==> src/rtl/rng_regctl_pkg.sv <==
package rng_regctl_pkg;
  localparam int unsigned OFS_VER  = 'h00;
  localparam int unsigned OFS_CMD  = 'h04;
  localparam int unsigned OFS_CTRL = 'h08;
  localparam int unsigned OFS_STAT = 'h0C;
  localparam int unsigned OFS_ERR  = 'h10;
  localparam int unsigned OFS_FIFO = 'h14;

  localparam int unsigned CMD_SELFTEST = 0;
  localparam int unsigned CMD_SEED     = 1;
  localparam int unsigned CMD_CLR_INT  = 4;
  localparam int unsigned CMD_CLR_ERR  = 5;

  localparam int unsigned CTL_AUTO     = 4;
  localparam int unsigned CTL_MSK_DONE = 5;
  localparam int unsigned CTL_MSK_ERR  = 6;

  localparam logic [31:0] ERR_STAT_FAIL = 32'h0000_0008;

  typedef enum logic [1:0] {OP_IDLE, OP_SELFTEST, OP_SEED} op_kind_e;
endpackage

==> src/rtl/rng_op_seq.sv <==
module rng_op_seq
  import rng_regctl_pkg::*;
#(
  parameter int unsigned SEED_CYCLES     = 40,
  parameter int unsigned SELFTEST_CYCLES = 24
) (
  input  logic clk,
  input  logic rst,
  input  logic start_st,
  input  logic start_seed,
  input  logic fail_in,
  output logic busy,
  output logic fin_st,
  output logic fin_seed,
  output logic fin_fail
);
  localparam int unsigned MAXC  = (SEED_CYCLES > SELFTEST_CYCLES) ? SEED_CYCLES : SELFTEST_CYCLES;
  localparam int unsigned CNT_W = $clog2(MAXC + 1);

  op_kind_e           kind;
  logic [CNT_W-1:0]   cnt;
  logic               fail_q;

  always_ff @(posedge clk) begin
    if (rst) begin
      busy   <= 1'b0;
      kind   <= OP_IDLE;
      cnt    <= '0;
      fail_q <= 1'b0;
    end else if (!busy) begin
      if (start_st) begin
        busy   <= 1'b1;
        kind   <= OP_SELFTEST;
        cnt    <= CNT_W'(SELFTEST_CYCLES - 1);
        fail_q <= 1'b0;
      end else if (start_seed) begin
        busy   <= 1'b1;
        kind   <= OP_SEED;
        cnt    <= CNT_W'(SEED_CYCLES - 1);
        fail_q <= fail_in;
      end
    end else if (cnt == '0) begin
      busy <= 1'b0;
      kind <= OP_IDLE;
    end else begin
      cnt <= cnt - 1'b1;
    end
  end

  assign fin_st   = busy && (cnt == '0) && (kind == OP_SELFTEST);
  assign fin_seed = busy && (cnt == '0) && (kind == OP_SEED);
  assign fin_fail = fin_seed && fail_q;
endmodule

==> src/rtl/rng_lfsr.sv <==
module rng_lfsr #(
  parameter int unsigned W        = 32,
  parameter logic [W-1:0] TAPS    = 32'h8020_0003,
  parameter logic [W-1:0] INIT    = 32'h1F2E_3D4C
) (
  input  logic         clk,
  input  logic         rst,
  input  logic         adv,
  output logic [W-1:0] nxt
);
  logic [W-1:0] state;

  assign nxt = state[0] ? ((state >> 1) ^ TAPS) : (state >> 1);

  always_ff @(posedge clk) begin
    if (rst)      state <= INIT;
    else if (adv) state <= nxt;
  end
endmodule

==> src/rtl/rng_out_fifo.sv <==
module rng_out_fifo #(
  parameter int unsigned W     = 32,
  parameter int unsigned DEPTH = 8
) (
  input  logic                         clk,
  input  logic                         rst,
  input  logic                         push,
  input  logic [W-1:0]                 wdata,
  input  logic                         pop,
  output logic [W-1:0]                 head,
  output logic                         empty,
  output logic                         full,
  output logic [$clog2(DEPTH+1)-1:0]   level
);
  localparam int unsigned AW = $clog2(DEPTH);

  logic [W-1:0]  mem [DEPTH];
  logic [AW-1:0] wp, rp;

  always_ff @(posedge clk) begin
    if (push) mem[wp] <= wdata;
  end

  assign head  = mem[rp];
  assign empty = (level == '0);
  assign full  = (level == ($clog2(DEPTH+1))'(DEPTH));

  always_ff @(posedge clk) begin
    if (rst) begin
      wp    <= '0;
      rp    <= '0;
      level <= '0;
    end else begin
      if (push) wp <= wp + 1'b1;
      if (pop)  rp <= rp + 1'b1;
      if (push && !pop)      level <= level + 1'b1;
      else if (pop && !push) level <= level - 1'b1;
    end
  end
endmodule

==> src/rtl/rng_regctl.sv <==
module rng_regctl
  import rng_regctl_pkg::*;
#(
  parameter int unsigned ADDR_W          = 6,
  parameter int unsigned FIFO_DEPTH      = 8,
  parameter int unsigned SEED_CYCLES     = 40,
  parameter int unsigned SELFTEST_CYCLES = 24,
  parameter int unsigned RESEED_WORDS    = 12,
  parameter logic [3:0]  TYPE_CODE       = 4'd2,
  parameter logic [7:0]  REV_MAJOR       = 8'd1,
  parameter logic [7:0]  REV_MINOR       = 8'd3
) (
  input  logic              clk,
  input  logic              rst,
  input  logic              bus_sel,
  input  logic              bus_wr,
  input  logic [ADDR_W-1:0] bus_addr,
  input  logic [31:0]       bus_wdata,
  output logic [31:0]       bus_rdata,
  output logic              irq,
  input  logic              stat_fail_force
);
  localparam int unsigned LVL_W = $clog2(FIFO_DEPTH + 1);
  localparam int unsigned SRV_W = $clog2(RESEED_WORDS + 1);

  logic ctl_auto, msk_done, msk_err;
  logic st_done, seed_done, err_flag, seeded;
  logic [31:0] err_code;
  logic [SRV_W-1:0] served;

  logic wr_cmd, wr_ctrl, rd_fifo;
  logic start_st, start_seed, auto_trig;
  logic op_busy, op_fin_st, op_fin_seed, op_fail;
  logic q_push, q_pop, q_empty, q_full;
  logic [31:0] q_head, lfsr_nxt;
  logic [LVL_W-1:0] q_level;
  logic unused_wdata;

  assign unused_wdata = ^{bus_wdata[31:7], bus_wdata[3:2]};

  assign wr_cmd  = bus_sel && bus_wr  && (bus_addr == ADDR_W'(OFS_CMD));
  assign wr_ctrl = bus_sel && bus_wr  && (bus_addr == ADDR_W'(OFS_CTRL));
  assign rd_fifo = bus_sel && !bus_wr && (bus_addr == ADDR_W'(OFS_FIFO));

  assign auto_trig  = ctl_auto && (served >= SRV_W'(RESEED_WORDS)) && !op_busy;
  assign start_st   = wr_cmd && bus_wdata[CMD_SELFTEST];
  assign start_seed = (wr_cmd && bus_wdata[CMD_SEED]) || auto_trig;

  rng_op_seq #(.SEED_CYCLES(SEED_CYCLES), .SELFTEST_CYCLES(SELFTEST_CYCLES)) u_seq (
    .clk(clk), .rst(rst), .start_st(start_st), .start_seed(start_seed),
    .fail_in(stat_fail_force), .busy(op_busy), .fin_st(op_fin_st),
    .fin_seed(op_fin_seed), .fin_fail(op_fail)
  );

  assign q_push = seeded && !op_busy && !q_full && !err_flag;
  assign q_pop  = rd_fifo && !q_empty;

  rng_lfsr #(.W(32)) u_lfsr (
    .clk(clk), .rst(rst), .adv(q_push), .nxt(lfsr_nxt)
  );

  rng_out_fifo #(.W(32), .DEPTH(FIFO_DEPTH)) u_fifo (
    .clk(clk), .rst(rst), .push(q_push), .wdata(lfsr_nxt), .pop(q_pop),
    .head(q_head), .empty(q_empty), .full(q_full), .level(q_level)
  );

  // control register
  always_ff @(posedge clk) begin
    if (rst) begin
      ctl_auto <= 1'b0;
      msk_done <= 1'b0;
      msk_err  <= 1'b0;
    end else if (wr_ctrl) begin
      ctl_auto <= bus_wdata[CTL_AUTO];
      msk_done <= bus_wdata[CTL_MSK_DONE];
      msk_err  <= bus_wdata[CTL_MSK_ERR];
    end
  end

  // served-word counter for automatic reseeding
  always_ff @(posedge clk) begin
    if (rst || !ctl_auto)                    served <= '0;
    else if (auto_trig)                      served <= q_pop ? SRV_W'(1) : '0;
    else if (q_pop && served < SRV_W'(RESEED_WORDS)) served <= served + 1'b1;
  end

  // flags: clear commands first, operation completion wins
  always_ff @(posedge clk) begin
    if (rst) begin
      st_done   <= 1'b0;
      seed_done <= 1'b0;
      err_flag  <= 1'b0;
      err_code  <= '0;
      seeded    <= 1'b0;
    end else begin
      if (wr_cmd && bus_wdata[CMD_CLR_ERR]) begin
        err_flag  <= 1'b0;
        err_code  <= '0;
        st_done   <= 1'b0;
        seed_done <= 1'b0;
      end else if (wr_cmd && bus_wdata[CMD_CLR_INT] && !err_flag) begin
        st_done   <= 1'b0;
        seed_done <= 1'b0;
      end
      if (op_fin_st) st_done <= 1'b1;
      if (op_fin_seed) begin
        seed_done <= 1'b1;
        if (op_fail) begin
          err_flag <= 1'b1;
          err_code <= ERR_STAT_FAIL;
          seeded   <= 1'b0;
        end else begin
          seeded   <= 1'b1;
        end
      end
    end
  end

  // registered read data and interrupt
  always_ff @(posedge clk) begin
    if (rst) begin
      bus_rdata <= '0;
      irq       <= 1'b0;
    end else begin
      irq <= ((st_done || seed_done) && !msk_done) || (err_flag && !msk_err);
      bus_rdata <= '0;
      if (bus_sel && !bus_wr) begin
        unique case (bus_addr)
          ADDR_W'(OFS_VER):  bus_rdata <= {TYPE_CODE, 12'h000, REV_MAJOR, REV_MINOR};
          ADDR_W'(OFS_CTRL): bus_rdata <= {25'd0, msk_err, msk_done, ctl_auto, 4'd0};
          ADDR_W'(OFS_STAT): bus_rdata <= {15'd0, err_flag, 4'd0, 4'(q_level), 2'd0,
                                           seed_done, st_done, 4'd0};
          ADDR_W'(OFS_ERR):  bus_rdata <= err_code;
          ADDR_W'(OFS_FIFO): bus_rdata <= q_empty ? 32'd0 : q_head;
          default:           bus_rdata <= '0;
        endcase
      end
    end
  end
endmodule

==> config.mk <==
export PLATFORM = sky130hd
export DESIGN_NAME = rng_regctl
export DESIGN_NICKNAME = d
export VERILOG_FILES = /design/src/rtl/rng_regctl_pkg.sv /design/src/rtl/rng_op_seq.sv /design/src/rtl/rng_lfsr.sv /design/src/rtl/rng_out_fifo.sv /design/src/rtl/rng_regctl.sv
export SDC_FILE = /design/constraint.sdc
export NUM_CORES = 1
export LEC_CHECK = 0
export BUFFER_PORTS_ARGS = -buffer_cell sky130_fd_sc_hd__buf_2
export CAP_MARGIN = 10
export CORE_MARGIN = 1.5
export CORE_UTILIZATION = 40
export DETAILED_ROUTE_END_ITERATION = 12
export GPL_TIMING_DRIVEN = 1
export PLACE_DENSITY = 0.53
export SETUP_SLACK_MARGIN = 0.1
export SLEW_MARGIN = 20
export SYNTH_ARGS = -nofsm -noshare
export SYNTH_HDL_FRONTEND = slang
export SYNTH_SLANG_ARGS = --single-unit
==> constraint.sdc <==
create_clock -name clk -period 7.7 [get_ports clk]
set_input_delay 0.385 -clock clk [delete_from_list [all_inputs] [get_ports clk]]
set_output_delay 0.385 -clock clk [all_outputs]
set_load 0.005 [all_outputs]
==> flow_summary.toml, run 1 <==
[timing]
period_minus_slack_ps = 3770
finalHoldViolCount = 0
fin_setup_tns_ps = 0
fmaxAchievable_ghz = 0.266
drv_slew = 0
clock_skew_ps = 15.4
rsz0062_at_grt = "false"
setup_viol_count_final = 0
worst_slew_pin_slew_ps = 1000
slew_headroom = 0.330
period_share = 0.489

[cells_and_area]
drive_gt1_frac = 0.224
num-nets-final = 990
antenna_cells = 0
area_growth_pct = 15.5
final_cell_area_mm2 = 0.0166
n_fill_cell = 3038

[worst_setup_path]
crit_path_max_fanout = 37
cp-start-kind = "flip-flop"
cpPeakStageDelay_ps = 650
critPathKind = "flip-flop to flip-flop"
cp-end-kind = "flip-flop"
cp.arrival_ps = 4200
reg2reg_from = "u_fifo.level[0]"
crit_slowest_cell = "or4b_1"
startpoint = "u_fifo.level[0]"
cp_cell_sequence = "or4b_1 -> nand2_1 -> buf_4 -> inv_2 -> buf_4 -> ha_1 -> inv_1 -> ha_1 -> a21o_1 -> a21oi_1 -> mux2i_1 -> mux2_2"
critPathRequiredTime_ps = 8130

[yosys]
synth_top_area_frac = 0.535
synth_seq_cells = 387
yosysWarnings = 0
synth_most_common_cell = "edfxtp_1"
synthArstFlopShare = 0
synth_edf_count = 256
avgSynthCellArea_um2 = 16.4
ys.flop_type = "edfxtp_1"
yosys.area.top_type = "edfxtp_1"
yosys.area_share.simple = 0.0752
synth_top_family_by_area = "multiplexers"
synth_cell_types = 65
syn_inst = 874
synth_fa_ha_area_frac = 0.00837
ys_top_cells_by_area = "edfxtp_1, dfxtp_1, mux4_2"
synth_area_mm2 = 0.0144
synth_compound_area_frac = 0.0480
synth_common_cells = "edfxtp_1, dfxtp_1, nand2_1"
ys_seq_area_frac = 0.718
synthMuxAreaShare = 0.128
synth_nets = 926
synth_xor_xnor_area_share = 0.00610

[power_and_ir_drop]
p_switching_w = 0.000814
clock_power_share = 0.477
p_seq_frac = 0.518
pwr-share-comb = 0.006
power.density_mw_per_mm2 = 255
p_int_w = 0.00341
p_sw_frac = 0.193
p_leak_nw = 5.89
ir_worst_vdd_v = 0.000185

[floorplan]
die_y_um = 192
die_w_um = 192
initial_core_util = 0.405
core_area_mm2 = 0.0355
dieArea_mm2 = 0.0370
io_pins = 76
rows = 69

[route]
drt-initial-drc-count = 417
first_pass_iters = 4
ant_nets = 0
drt-total-wl_mm = 29.8
drcViolationCount = 0
routedWlPerCell_um = 20.8
drt-vias-per-instance = 5.22
num_vias = 7486

[clock_tree]
clkTransAtPathRegs_ps = 60
cts_setup_buffers = 0
h-tree-depth = 2
numCtsBuffers = 42
clk_path_buf_depth = 3
cts_tree = "done"
cts-resized-gates = 0
insertion_delay_ps = 540
cts-root-buf = "clkbuf_16"
clkSinkCount = 387
cts_hold_buf = 0

[min_path]
worstHoldPathType = "input pin to flip-flop"
min_from = "bus_wdata[6]"

[global_route]
grt.total_usage = 0.169
antenna_found_initial = 0
grt_pass1_wl_mm = 46.3
grt_max_degree = 65
overflow = 0
grt_pass1_vias = 7703

[placed_design]
gp_congestion = 0.705
placed_area_mm2 = 0.0152
io_buffers = 48
dp_hpwl_mm = 15.8

[run_status]
status = "finished, final reports clean"

[run]
maxCapViolations = 0
[path summary, 6_finish.rpt]
check                    endpoint  slack, ps  cells past startpoint
hold reg to reg     bus_rdata[14]        450                      1
hold / removal            msk_err         80                      3
setup reg to reg  u_fifo.level[3]       3930                     12
setup / recovery  u_fifo.level[3]       3930                     12
[worst max-delay path, delay by kind of cell, from the launching register on]
family	cells	cell delay [ps]
buffers and inverters	4	1090
muxes	2	570
and+or+nand+nor	2	750
AOI/OAI and AO/OA	2	340
adders and majority gates	2	500
DFF	1	380
[layout by cell type, fill, tap and decap left out, types with 4 or more instances in the layout]
master,synthesis,routed
nor2_1,21,20
xor2_1,7,7
clkbuf_8,0,4
a22oi_1,6,6
a21oi_1,34,34
nor2b_1,5,4
o211ai_1,4,4
mux2i_1,38,38
nor3_1,10,8
inv_1,8,8
edfxtp_1,256,256
clkbuf_1,29,12
mux4_2,64,64
and2_1,32,32
nand3_1,28,28
clkbuf_16,0,45
clkinv_2,0,4
buf_4,0,19
ha_1,8,8
dfxtp_1,131,128
o2bb2ai_1,21,21
o22ai_1,11,11
buf_2,12,48
clkinv_1,0,5
nand2_1,77,77
[per-layer routing]
metal,vias to the layer above,GRT usage,share of wire
met5,-,0,0
met4,0,0.0492,0.020
met3,45,0.0262,0.034
met2,130,0.267,0.46
met1,3801,0.241,0.48
li1,3510,-,-
[cell type report]
class                      instances  area, µm²  share of cell area
sequential                       387      10300               0.622
multi-input combinational        430       3870               0.233
clock buffer                      63       1240              0.0745
tap                              461        577              0.0348
timing repair buffer              67        383              0.0231
clock inverter                    15        164             0.00988
inverter                          10       40.0             0.00241
[kinds of logic (layout without fill, tap and decap cells)]
kind of cell,after synthesis,count (layout)
XOR/XNOR,10,10
flip-flops,387,387
AO/OA/AOI/OAI,101,101
AND/OR/NAND/NOR,207,207
buffers and inverters,57,155
adder cells (fa/ha/maj),9,9
multiplexers,103,103
[power by group through the flow]
stage               clock network, W  registers (W)  logic [W]
detailed placement                 0        0.00223  0.0000245
CTS                          0.00207        0.00219  0.0000245
global placement                   0        0.00223  0.0000243
global route                 0.00215        0.00219  0.0000265
finish                       0.00201        0.00219  0.0000241
floorplan                          0        0.00223  0.0000123
[sequential cells by signal (all words and copies together), names as in the netlist, 2 cells and up, named ones only]
name and flops:
bus_rdata 32, err_code 32, served 4, u_fifo.level 4, u_fifo.mem 256, u_fifo.rp 3, u_fifo.wp 3, u_lfsr.state 32
u_seq.cnt 6, u_seq.kind 2
[metrics by stage]
step	worst slack (ps)	hold WS (ps)	power, W	cells	util
2_1_floorplan	2890	424	0.00224	874	-
3_3_place_gp	3950	435	0.00226	1355	0.428
3_5_place_dp	3950	434	0.00226	1355	0.428
4_1_cts	3940	54.8	0.00428	1433	0.467
5_1_grt	3760	61.1	0.00437	1433	0.467
6_report	3930	82.3	0.00422	1433	0.467
Note: power is estimated with default switching activity, not from simulation.
==> run 2: changes to the inputs <==
Settings changed: ABC_AREA set to 1, PLACE_DENSITY 0.53 to 0.55.
Clock period 7.7 ns to 3.25 ns, I/O delays scaled along.
==> flow_summary.toml, run 2 <==
[global_route]
overflow = 0
grt_max_degree = 73
grt_pass1_vias = 9695
antenna_found_initial = 0
grt.total_usage = 0.190
grt_pass1_wl_mm = 56.7

[worst_setup_path]
cp-start-kind = "flip-flop"
rr_worst_depth = 8
cp.arrival_ps = 2450
critPathKind = "flip-flop to flip-flop"
cp-end-kind = "flip-flop"
crit_path_max_fanout = 21
critPathRequiredTime_ps = 3470

[clock_tree]
clkTransAtPathRegs_ps = 60
cts-root-buf = "clkbuf_16"
insertion_delay_ps = 530
h-tree-depth = 2
cts_setup_buffers = 0
cts_tree = "done"
clk_path_buf_depth = 3
numCtsBuffers = 41
clkSinkCount = 387

[timing]
slew_headroom = 0.437
period_share = 0.685
finalHoldViolCount = 0
fin_setup_tns_ps = 0
drv_slew = 0
period_minus_slack_ps = 2230
fin_hold_ws_ps = 17.9
clock_skew_ps = 12.7
fmaxAchievable_ghz = 0.449
rsz0062_at_grt = "false"
worst_slew_pin_slew_ps = 844
setup_viol_count_final = 0

[route]
num_vias = 10200
first_pass_iters = 5
ant_nets = 0
routedWlPerCell_um = 18.0
drt-vias-per-instance = 5.03
drt-total-wl_mm = 36.4
drt-initial-drc-count = 699
drcViolationCount = 0

[yosys]
ys.flop_type = "edfxtp_1"
synth_most_common_cell = "nor2_1"
syn_inst = 1431
avgSynthCellArea_um2 = 10.6
ys_seq_area_frac = 0.677
yosysWarnings = 0
synth_top_area_frac = 0.505
synth_edf_count = 256
synth_seq_cells = 387
synth_cell_types = 36
synthArstFlopShare = 0
synth_common_cells = "nor2_1, edfxtp_1, o21ai_0"
ys_top_cells_by_area = "edfxtp_1, dfxtp_1, nor2_1"
synth_area_mm2 = 0.0152
yosys.area.top_type = "edfxtp_1"
synth_nets = 1483

[power_and_ir_drop]
power.density_mw_per_mm2 = 553
ir_worst_vdd_v = 0.000386
p_leak_nw = 6.42

[floorplan]
dieArea_mm2 = 0.0392
core_area_mm2 = 0.0376
rows = 71
die_y_um = 198
initial_core_util = 0.405
die_w_um = 198
io_pins = 76

[cells_and_area]
finalNonFillerCells = 2022
n_fill_cell = 3470
final_common_cell = "nor2_1"
seq_area_mm2 = 0.0103
final_cell_mix = "nor2_1, edfxtp_1, o21ai_0"
multi_input_area_mm2 = 0.00431
final_cell_area_mm2 = 0.0173
num-nets-final = 1533
antenna_cells = 0
drive_gt1_frac = 0.117
area_growth_pct = 13.4
regMostFlops = "u_fifo.mem"
largest_reg_flops = 256

[placed_design]
dp_hpwl_mm = 20.3
gp_congestion = 0.771
placed_area_mm2 = 0.0160
io_buffers = 48
placed_cells = 1943

[run]
maxCapViolations = 0

[run_status]
status = "finished, final reports clean"

[min_path]
worstHoldPathType = "input pin to flip-flop"
whs_path_depth = 4
## run 2: changes by cell type in the layout (fill, tap and decap cells not counted), moves of 10 or more
cell	delta
nor2_1	+331
mux2i_1	-38
nand4_1	+10
nor2_4	+13
nand2_1	+65
a21oi_1	+18
o21ai_0	+148
mux4_2	-64
nand3_1	+106
inv_1	+34
o22ai_1	-11
and2_1	-32
o2bb2ai_1	-21
inv_2	+10
## run 2: cells by family (layout without fill, tap and decap cells)
group | Yosys count | count (layout) | share of synthesized area
AOI/OAI and AO/OA | 220 | 220 | 0.0737
xor gates and xnor gates | 8 | 8 | 0.00460
adders and majority gates | 9 | 9 | 0.00789
buffers and inverters | 129 | 209 | 0.0436
DFF | 387 | 387 | 0.677
and+or+nand+nor | 678 | 678 | 0.193
## run 2: through the flow
stage	util	setup WS, ps	power [W]
after global routing	0.459	836	0.00986
final	0.459	1020	0.00955
after floorplan	-	527	0.00534
after global placement	0.425	1020	0.00537
after detailed placement	0.425	1010	0.00537
after CTS	0.459	987	0.00965
## run 2: final timing paths
path	startpoint	to	slack [ps]
worst max-delay path	u_seq.busy	u_fifo.mem[6][24]	1020
worst min-delay path	bus_wr	flip-flop	20
worst max register to register	u_seq.busy	u_fifo.mem[6][24]	1020
worst min register to register	err_code[18]	err_code[18]	440
## run 2: layout make-up
type | instances | area share
Clock inverter | 12 | 0.00486
Timing Repair Buffer | 83 | 0.0336
Sequential cell | 387 | 0.598
Multi-Input combinational cell | 915 | 0.250
Tap cell | 511 | 0.0370
Clock buffer | 61 | 0.0655
Inverter | 53 | 0.0115
## run 2: metal layers
layer / share of wire / GRT usage / routed length (µm)
met5: 0 / 0 / 0
met4: 0.021 / 0.0520 / 764
met3: 0.043 / 0.0266 / 1580
met2: 0.47 / 0.317 / 17200
met1: 0.46 / 0.260 / 16900
## run 2: worst max-delay path: stages (launching register included)
cell and delay (ps):
dfxtp_1 380, inv_2 150, nand2_1 70, nor2_1 120
nand2_2 100, inv_2 80, nand2_1 240, nor2_4 470
buf_12 280
## run 2: power by group
group | switching (W) | internal (W) | total (W)
clock network | 0.00179 | 0.00248 | 0.00427
logic | 0.0000662 | 0.0000239 | 0.0000901
registers | 0.000000397 | 0.00518 | 0.00518
total | 0.00186 | 0.00768 | 0.00955
## run 2: what timing repair did
item	4_1_cts	5_1_grt
resized for setup	0	0
hold buffers	6	0
endpoints found under the hold margin	6	0
